**src/rtl/pagepc_pkg.sv**
```systemverilog
package pagepc_pkg;
  localparam int NPAIR = 2;

  typedef enum logic [1:0] {
    ACT_HOLD = 2'd0,
    ACT_STEP = 2'd1,
    ACT_JUMP = 2'd2,
    ACT_LONG = 2'd3
  } pair_act_e;
endpackage

```
**src/rtl/pc_pair.sv**
```systemverilog
module pc_pair
  import pagepc_pkg::*;
#(
  parameter int OFS_W = 5,
  parameter int PG_W  = 4
) (
  input  logic             clk,
  input  logic             rst_n,
  input  pair_act_e        act_i,
  input  logic [OFS_W-1:0] tgt_ofs_i,
  input  logic [PG_W-1:0]  tgt_pg_i,
  output logic [OFS_W-1:0] ofs_o,
  output logic [PG_W-1:0]  pg_o
);
  localparam int AW = OFS_W + PG_W;

  logic [OFS_W-1:0] ofs_q;
  logic [PG_W-1:0]  pg_q;

  // linear successor: offset carry ripples into the page
  function automatic logic [AW-1:0] next_lin(input logic [AW-1:0] a);
    return a + AW'(1);
  endfunction

  always_ff @(posedge clk) begin
    if (!rst_n) begin
      ofs_q <= '0;
      pg_q  <= '0;
    end else begin
      case (act_i)
        ACT_STEP: {pg_q, ofs_q} <= next_lin({pg_q, ofs_q});
        ACT_JUMP: ofs_q <= tgt_ofs_i;
        ACT_LONG: begin
          pg_q  <= tgt_pg_i;
          ofs_q <= '0;
        end
        default: ;
      endcase
    end
  end

  assign ofs_o = ofs_q;
  assign pg_o  = pg_q;

  assert_page_carry_R3: assert property (@(posedge clk) disable iff (!rst_n)
    (act_i == ACT_STEP && (&ofs_q)) |=> (ofs_q == '0 && pg_q == PG_W'($past(pg_q) + 1'b1)));

  assert_jump_keeps_page_R4: assert property (@(posedge clk) disable iff (!rst_n)
    (act_i == ACT_JUMP) |=> (pg_q == $past(pg_q) && ofs_q == $past(tgt_ofs_i)));

  assert_idle_hold_R7: assert property (@(posedge clk) disable iff (!rst_n)
    (act_i == ACT_HOLD) |=> $stable({pg_q, ofs_q}));
endmodule

```
**src/rtl/pair_select.sv**
```systemverilog
module pair_select (
  input  logic clk,
  input  logic rst_n,
  input  logic call_i,
  input  logic ret_i,
  output logic sel_o
);
  logic sel_q;

  always_ff @(posedge clk) begin
    if (!rst_n)      sel_q <= 1'b0;
    else if (call_i) sel_q <= 1'b1;
    else if (ret_i)  sel_q <= 1'b0;
  end

  assign sel_o = sel_q;

  assert_call_sets_R5: assert property (@(posedge clk) disable iff (!rst_n)
    call_i |=> sel_q);
endmodule

```
**src/rtl/data_map.sv**
```systemverilog
module data_map #(
  parameter int OFS_W = 5,
  parameter int PG_W  = 4
) (
  input  logic [OFS_W-1:0]      oper_i,
  input  logic [PG_W-1:0]       cur_pg_i,
  output logic [OFS_W+PG_W-1:0] daddr_o
);
  logic shared_w;

  assign shared_w = oper_i[OFS_W-1];

  always_comb begin
    daddr_o = shared_w ? {PG_W'(0), oper_i} : {cur_pg_i, oper_i};
  end

  always_comb begin
    if (shared_w) begin
      assert_shared_ram_R9: assert (daddr_o[OFS_W+PG_W-1:OFS_W] == '0);
    end
  end
endmodule

```
**src/rtl/paged_fetch_ctrl.sv**
```systemverilog
module paged_fetch_ctrl
  import pagepc_pkg::*;
#(
  parameter int OFS_W = 5,
  parameter int PG_W  = 4
) (
  input  logic                  clk,
  input  logic                  rst_n,
  input  logic                  step_i,
  input  logic                  longst_i,
  input  logic [OFS_W-1:0]      oper_i,
  input  logic                  sjmp_i,
  input  logic [OFS_W-1:0]      sjmp_tgt_i,
  output logic [OFS_W+PG_W-1:0] fetch_addr_o,
  output logic [OFS_W+PG_W-1:0] data_addr_o,
  output logic                  pair_o
);
  localparam int AW = OFS_W + PG_W;
  localparam logic [PG_W-1:0] RET_CODE = {PG_W{1'b1}};

  logic             ctl_w, ret_w, call_w, sel_w;
  logic [OFS_W-1:0] ofs_a [NPAIR];
  logic [PG_W-1:0]  pg_a  [NPAIR];
  logic [PG_W-1:0]  cur_pg_w;

  // store-low decode: operand MSB must be clear to act as control transfer
  assign ctl_w  = longst_i & ~oper_i[OFS_W-1];
  assign ret_w  = ctl_w & (oper_i[PG_W-1:0] == RET_CODE);
  assign call_w = ctl_w & ~ret_w;

  pair_select u_sel (
    .clk    (clk),
    .rst_n  (rst_n),
    .call_i (call_w),
    .ret_i  (ret_w),
    .sel_o  (sel_w)
  );

  for (genvar p = 0; p < NPAIR; p++) begin : g_pair
    pair_act_e act;
    always_comb begin
      act = ACT_HOLD;
      if (ctl_w) begin
        if (call_w && p == NPAIR - 1) act = ACT_LONG;
      end else if (sel_w == p[0]) begin
        if (sjmp_i)      act = ACT_JUMP;
        else if (step_i) act = ACT_STEP;
      end
    end

    pc_pair #(.OFS_W(OFS_W), .PG_W(PG_W)) u_pair (
      .clk       (clk),
      .rst_n     (rst_n),
      .act_i     (act),
      .tgt_ofs_i (sjmp_tgt_i),
      .tgt_pg_i  (oper_i[PG_W-1:0]),
      .ofs_o     (ofs_a[p]),
      .pg_o      (pg_a[p])
    );
  end

  assign cur_pg_w     = sel_w ? pg_a[1] : pg_a[0];
  assign fetch_addr_o = sel_w ? {pg_a[1], ofs_a[1]} : {pg_a[0], ofs_a[0]};
  assign pair_o       = sel_w;

  data_map #(.OFS_W(OFS_W), .PG_W(PG_W)) u_dmap (
    .oper_i   (oper_i),
    .cur_pg_i (cur_pg_w),
    .daddr_o  (data_addr_o)
  );

  assert_call_lands_R5: assert property (@(posedge clk) disable iff (!rst_n)
    call_w |=> (pair_o && fetch_addr_o == {$past(oper_i[PG_W-1:0]), OFS_W'(0)}));

  assert_return_R6: assert property (@(posedge clk) disable iff (!rst_n)
    (ret_w && pair_o) |=> (!pair_o && fetch_addr_o == $past({pg_a[0], ofs_a[0]})));

  assert_ret_ignored_R8: assert property (@(posedge clk) disable iff (!rst_n)
    (ret_w && !pair_o) |=> (!pair_o && $stable(fetch_addr_o)));

  assert_high_store_R11: assert property (@(posedge clk) disable iff (!rst_n)
    (longst_i && oper_i[OFS_W-1] && !sjmp_i && !step_i) |=> ($stable(fetch_addr_o) && $stable(pair_o)));

  assert_reset_R1: assert property (@(posedge clk)
    !rst_n |=> (fetch_addr_o == '0 && !pair_o));
endmodule

```
**config.mk**
```make
export PLATFORM = sky130hd
export DESIGN_NAME = paged_fetch_ctrl
export DESIGN_NICKNAME = d
export VERILOG_FILES = /design/src/rtl/pagepc_pkg.sv /design/src/rtl/pc_pair.sv /design/src/rtl/pair_select.sv /design/src/rtl/data_map.sv /design/src/rtl/paged_fetch_ctrl.sv
export SDC_FILE = /design/constraint.sdc
export NUM_CORES = 1
export LEC_CHECK = 0
export CORE_MARGIN = 4
export CORE_UTILIZATION = 57
export DETAILED_ROUTE_END_ITERATION = 16
export DONT_BUFFER_PORTS = 1
export HOLD_SLACK_MARGIN = 0.08
export PLACE_DENSITY = 0.79
export SLEW_MARGIN = 25
export SYNTH_ARGS = -nofsm -noshare
export SYNTH_HDL_FRONTEND = slang
export SYNTH_SLANG_ARGS = --single-unit
```
**constraint.sdc**
```tcl
create_clock -name clk -period 1.65 [get_ports clk]
set_input_delay 0.165 -clock clk [delete_from_list [all_inputs] [get_ports clk]]
set_output_delay 0.165 -clock clk [all_outputs]
set_load 0.02 [all_outputs]
```
==> metrics.md <==
| Metric | Value |
|---|---|
| Status | `completed` |
| Worst flop-to-flop path endpoint | `g_pair[0].u_pair.pg_o[3]$_SDFFE_PN0P_` |
| Hold Path Origin | `sjmp_tgt_i[2]` |
| Post-route clock period utilization | `97.2%` |
| Syn Area/Cell | `8.32 sq um` |
| Vias in the first global route | `1291` |
| Netlist cell types | `46` |
| Ys async rst share | `0%` |
| Hold EP | `g_pair[1].u_pair.ofs_o[2]$_SDFFE_PN0P_` |
| Drt pass-1 iters | `4` |
| Antenna violations before repair | `0` |
| Sequential fraction of design power | `between 50 and 60%` |
| Worst slack at placement | `~140 ps` |
| Worst Path Required | `roughly 1500 ps` |
| Most frequent cells in the layout | `18 x nand2_1, 18 x dfxtp_1, 12 x a21oi_1, 12 x buf_4, 11 x inv_1` |
| GPL Wtd Cong | `~0.93` |
| FF-to-FF Start | `g_pair[0].u_pair.ofs_o[0]$_SDFFE_PN0P_` |
| Clk sink count | `19` |
| Clock latency on the worst-skew pair | `310 ps` |
| Port Buffers | `0` |
| Worst VDD drop | `between 0.5 and 0.6 mV` |
| Clock Path Buffers | `2` |
| Final setup violating endpoints | `0` |
| Layout Nets | `189` |
| Num CTS Buffers | `3` |
| Via density | `around 6.6` |
| Combinational fraction of design power | `22.4%` |
| Worst slew margin | `between 60% and 70%` |
| Num rows | `17` |
| WS Path Type | `reg2out` |
| DP Area | `approximately 1300 sq um` |
| Internal power | `roughly 0.00067 W` |
| First-pass GRT wire length | `about 6000 um` |
| Die area | `about 3100 sq um` |
| DIE HEIGHT | `between 50 and 60 um` |
| Hold Path Depth | `2` |
| Sw power | `0.000299 W` |
| CTS root buf | `clkbuf_4` |
| Cells after synthesis | `157` |
| Post-route setup slack | `45.4 ps` |
| Core Box Area | `2190 sq um` |
| CP max stage cell | `dfxtp_4` |
| Drt wl/cell | `roughly 18 um` |
| Final Hold Viols | `0` |
| Die width | `around 56 um` |
| Share of layout cells above drive strength 1 | `approximately a quarter` |
| Initial Util | `between 50% and 60%` |
| Ports | `34` |
| CP max stage delay | `between 400 and 500 ps` |
| EDFF count, synth | `0` |
| Detailed Route WL | `about 3700 um` |
| Final min period | `1600 ps` |
| Reg clk slew, reported paths | `roughly 120 ps` |
| Post-layout util | `roughly 70%` |
| Max Slew Vio Count | `0` |
| DR vias | `about 1300` |
| CP arrival | `roughly 1400 ps` |
| Yosys reg bits | `19` |
| Skew final | `5.88 ps` |
| Synth warn | `0` |
| Critical Path Fanout Max | `7` |
| Clock network power share | `25.8%` |
| R2R Setup Slk | `between 100 and 150 ps` |
| Detailed Place HPWL | `~2500 um` |
| Switch share | `a little under a third` |
| Area Overhead vs Synth | `17.5%` |
| Syn nets | `approximately 170` |
| Final instance area | `~1500 sq um` |
| Largest net degree at the start of global routing | `21` |
| Pleak | `0.605 nW` |
| Register area share after synthesis | `29.1%` |
| Max Cap Violations | `0` |
| Pwr/cell area | `around 630 nW/um^2` |
| Initial DRC Count | `54` |
| FF-to-FF path depth | `4` |
| F_max | `623 MHz` |
| Worst slew pin tran | `523 ps` |
| Mapped Area | `between 1000 and 1500 sq um` |
| Worst setup EP type | `output port` |
| Congestion Overflow GR | `0` |
| Clock tree from TritonCTS | `done` |
| CP cell instances | `buf_12, mux2_2, and2b_2` |
| Worst Hold Class | `in2reg` |
| Final routed DRC violation total | `0` |
| H-tree levels | `1` |
| CP startpoint kind | `register` |
| Yosys top cell by area | `dfxtp_1` |
| # diodes | `0` |
| Main synth FF type | `dfxtp_1` |
| Largest cells by area after synthesis | `dfxtp_1 29%, nand2_1 5.2%, mux2_2 5.2%` |
| Yosys top cell area share | `29.1%` |
| Post-route ant nets | `0` |
| GRT Util Overall | `23.0%` |
==> worst max path at each step <==
stage	startpoint	to	depth (start not counted)
final	u_sel.sel_o$_SDFFE_PN0P_	data_addr_o[6]	3
after global routing	g_pair[0].u_pair.ofs_o[0]$_SDFFE_PN0P_	g_pair[0].u_pair.pg_o[3]$_SDFFE_PN0P_	4
after CTS	u_sel.sel_o$_SDFFE_PN0P_	data_addr_o[7]	3
after detailed placement	g_pair[0].u_pair.ofs_o[0]$_SDFFE_PN0P_	g_pair[0].u_pair.pg_o[3]$_SDFFE_PN0P_	4
after global placement	oper_i[4]	g_pair[1].u_pair.ofs_o[3]$_SDFFE_PN0P_	4
after floorplan	u_sel.sel_o$_SDFFE_PN0P_	data_addr_o[5]	3
==> critical path: cells and delay by family, from the launching register on <==
kind / cells / cell delay [ps]
multiplexers: 1 / 340
AND/OR/NAND/NOR: 1 / 240
flip-flops: 1 / 410
buffers and inverters: 1 / 140
==> power by group through the flow <==
stage,sequential [W],combinational (W),clock [W]
after floorplan,0.000506,0.000153,0
after global placement,0.000508,0.000163,0
after detailed placement,0.000509,0.000167,0
after CTS,0.000500,0.000190,0.000250
after global routing,0.000505,0.000232,0.000276
final,0.000501,0.000216,0.000249
==> routing by layer <==
| metal | share of wire, % | GRT usage [%] |
|---|---|---|
| met4 | 2.9 | 11.9 |
| met2 | 49 | 39.5 |
| met3 | 7.7 | 4.87 |
| met1 | 40 | 26.7 |
| met5 | 0 | 0 |
==> cell type report <==
class | instances | area (sq um)
inverters | 11 | 41.3
clock inverters | 1 | 5.00
well taps | 28 | 35.0
flip-flops and latches | 19 | 384
fillers | 159 | 656
repair buffers | 22 | 230
multi-input cells | 115 | 817
clock buffers | 3 | 22.5
==> registers in the layout, indices dropped and copies added, names as in the netlist <==
| register | cells |
|---|---|
| g_pair.u_pair.ofs_o | 10 |
| g_pair.u_pair.pg_o | 8 |
| u_sel.sel_o | 1 |
==> repair_timing <==
item                                    in CTS  in global routing
endpoints found under the setup margin       6                  4
hold buffers                                 7                  0
hold endpoints to repair                    13                  0
setup buffers                                0                  2
resized for setup                            4                  3
gates cloned                                 0                  2
==> Yosys cell counts, drive strengths merged, types with 2 or more instances <==
master	n
mux2	6
buf	9
and3	4
dfxtp	19
ha	2
nor2	2
nand4	3
clkbuf	3
a41oi	2
and2b	5
nand3	8
o21ai	7
o211ai	2
inv	11
a21oi	12
o22ai	5
xor2	2
mux2i	5
a31oi	2
o31ai	4
o32a	4
or4	3
nand2	18
nor3	4
==> per-stage QoR <==
| step | TNS [ps] | cells | hold WS [ps] | power (W) |
|---|---|---|---|---|
| 4_1_cts | 0 | 195 | 106 | 0.000940 |
| 6_report | 0 | 199 | 109 | 0.000967 |
| 2_1_floorplan | 0 | 157 | 301 | 0.000659 |
| 3_5_place_dp | 0 | 184 | 306 | 0.000676 |
| 3_3_place_gp | 0 | 184 | 309 | 0.000671 |
| 5_1_grt | -4.82 | 199 | 104 | 0.00101 |
==> kinds of logic after synthesis <==
| group | synth area share, % |
|---|---|
| AO/OA/AOI/OAI | 24.5 |
| XOR/XNOR | 1.34 |
| adder cells (fa/ha/maj) | 1.92 |
| buffers and inverters | 9.00 |
| flip-flops | 29.1 |
| multiplexers | 9.00 |
| AND/OR/NAND/NOR | 25.1 |
Note: power is estimated with default switching activity, not from simulation.
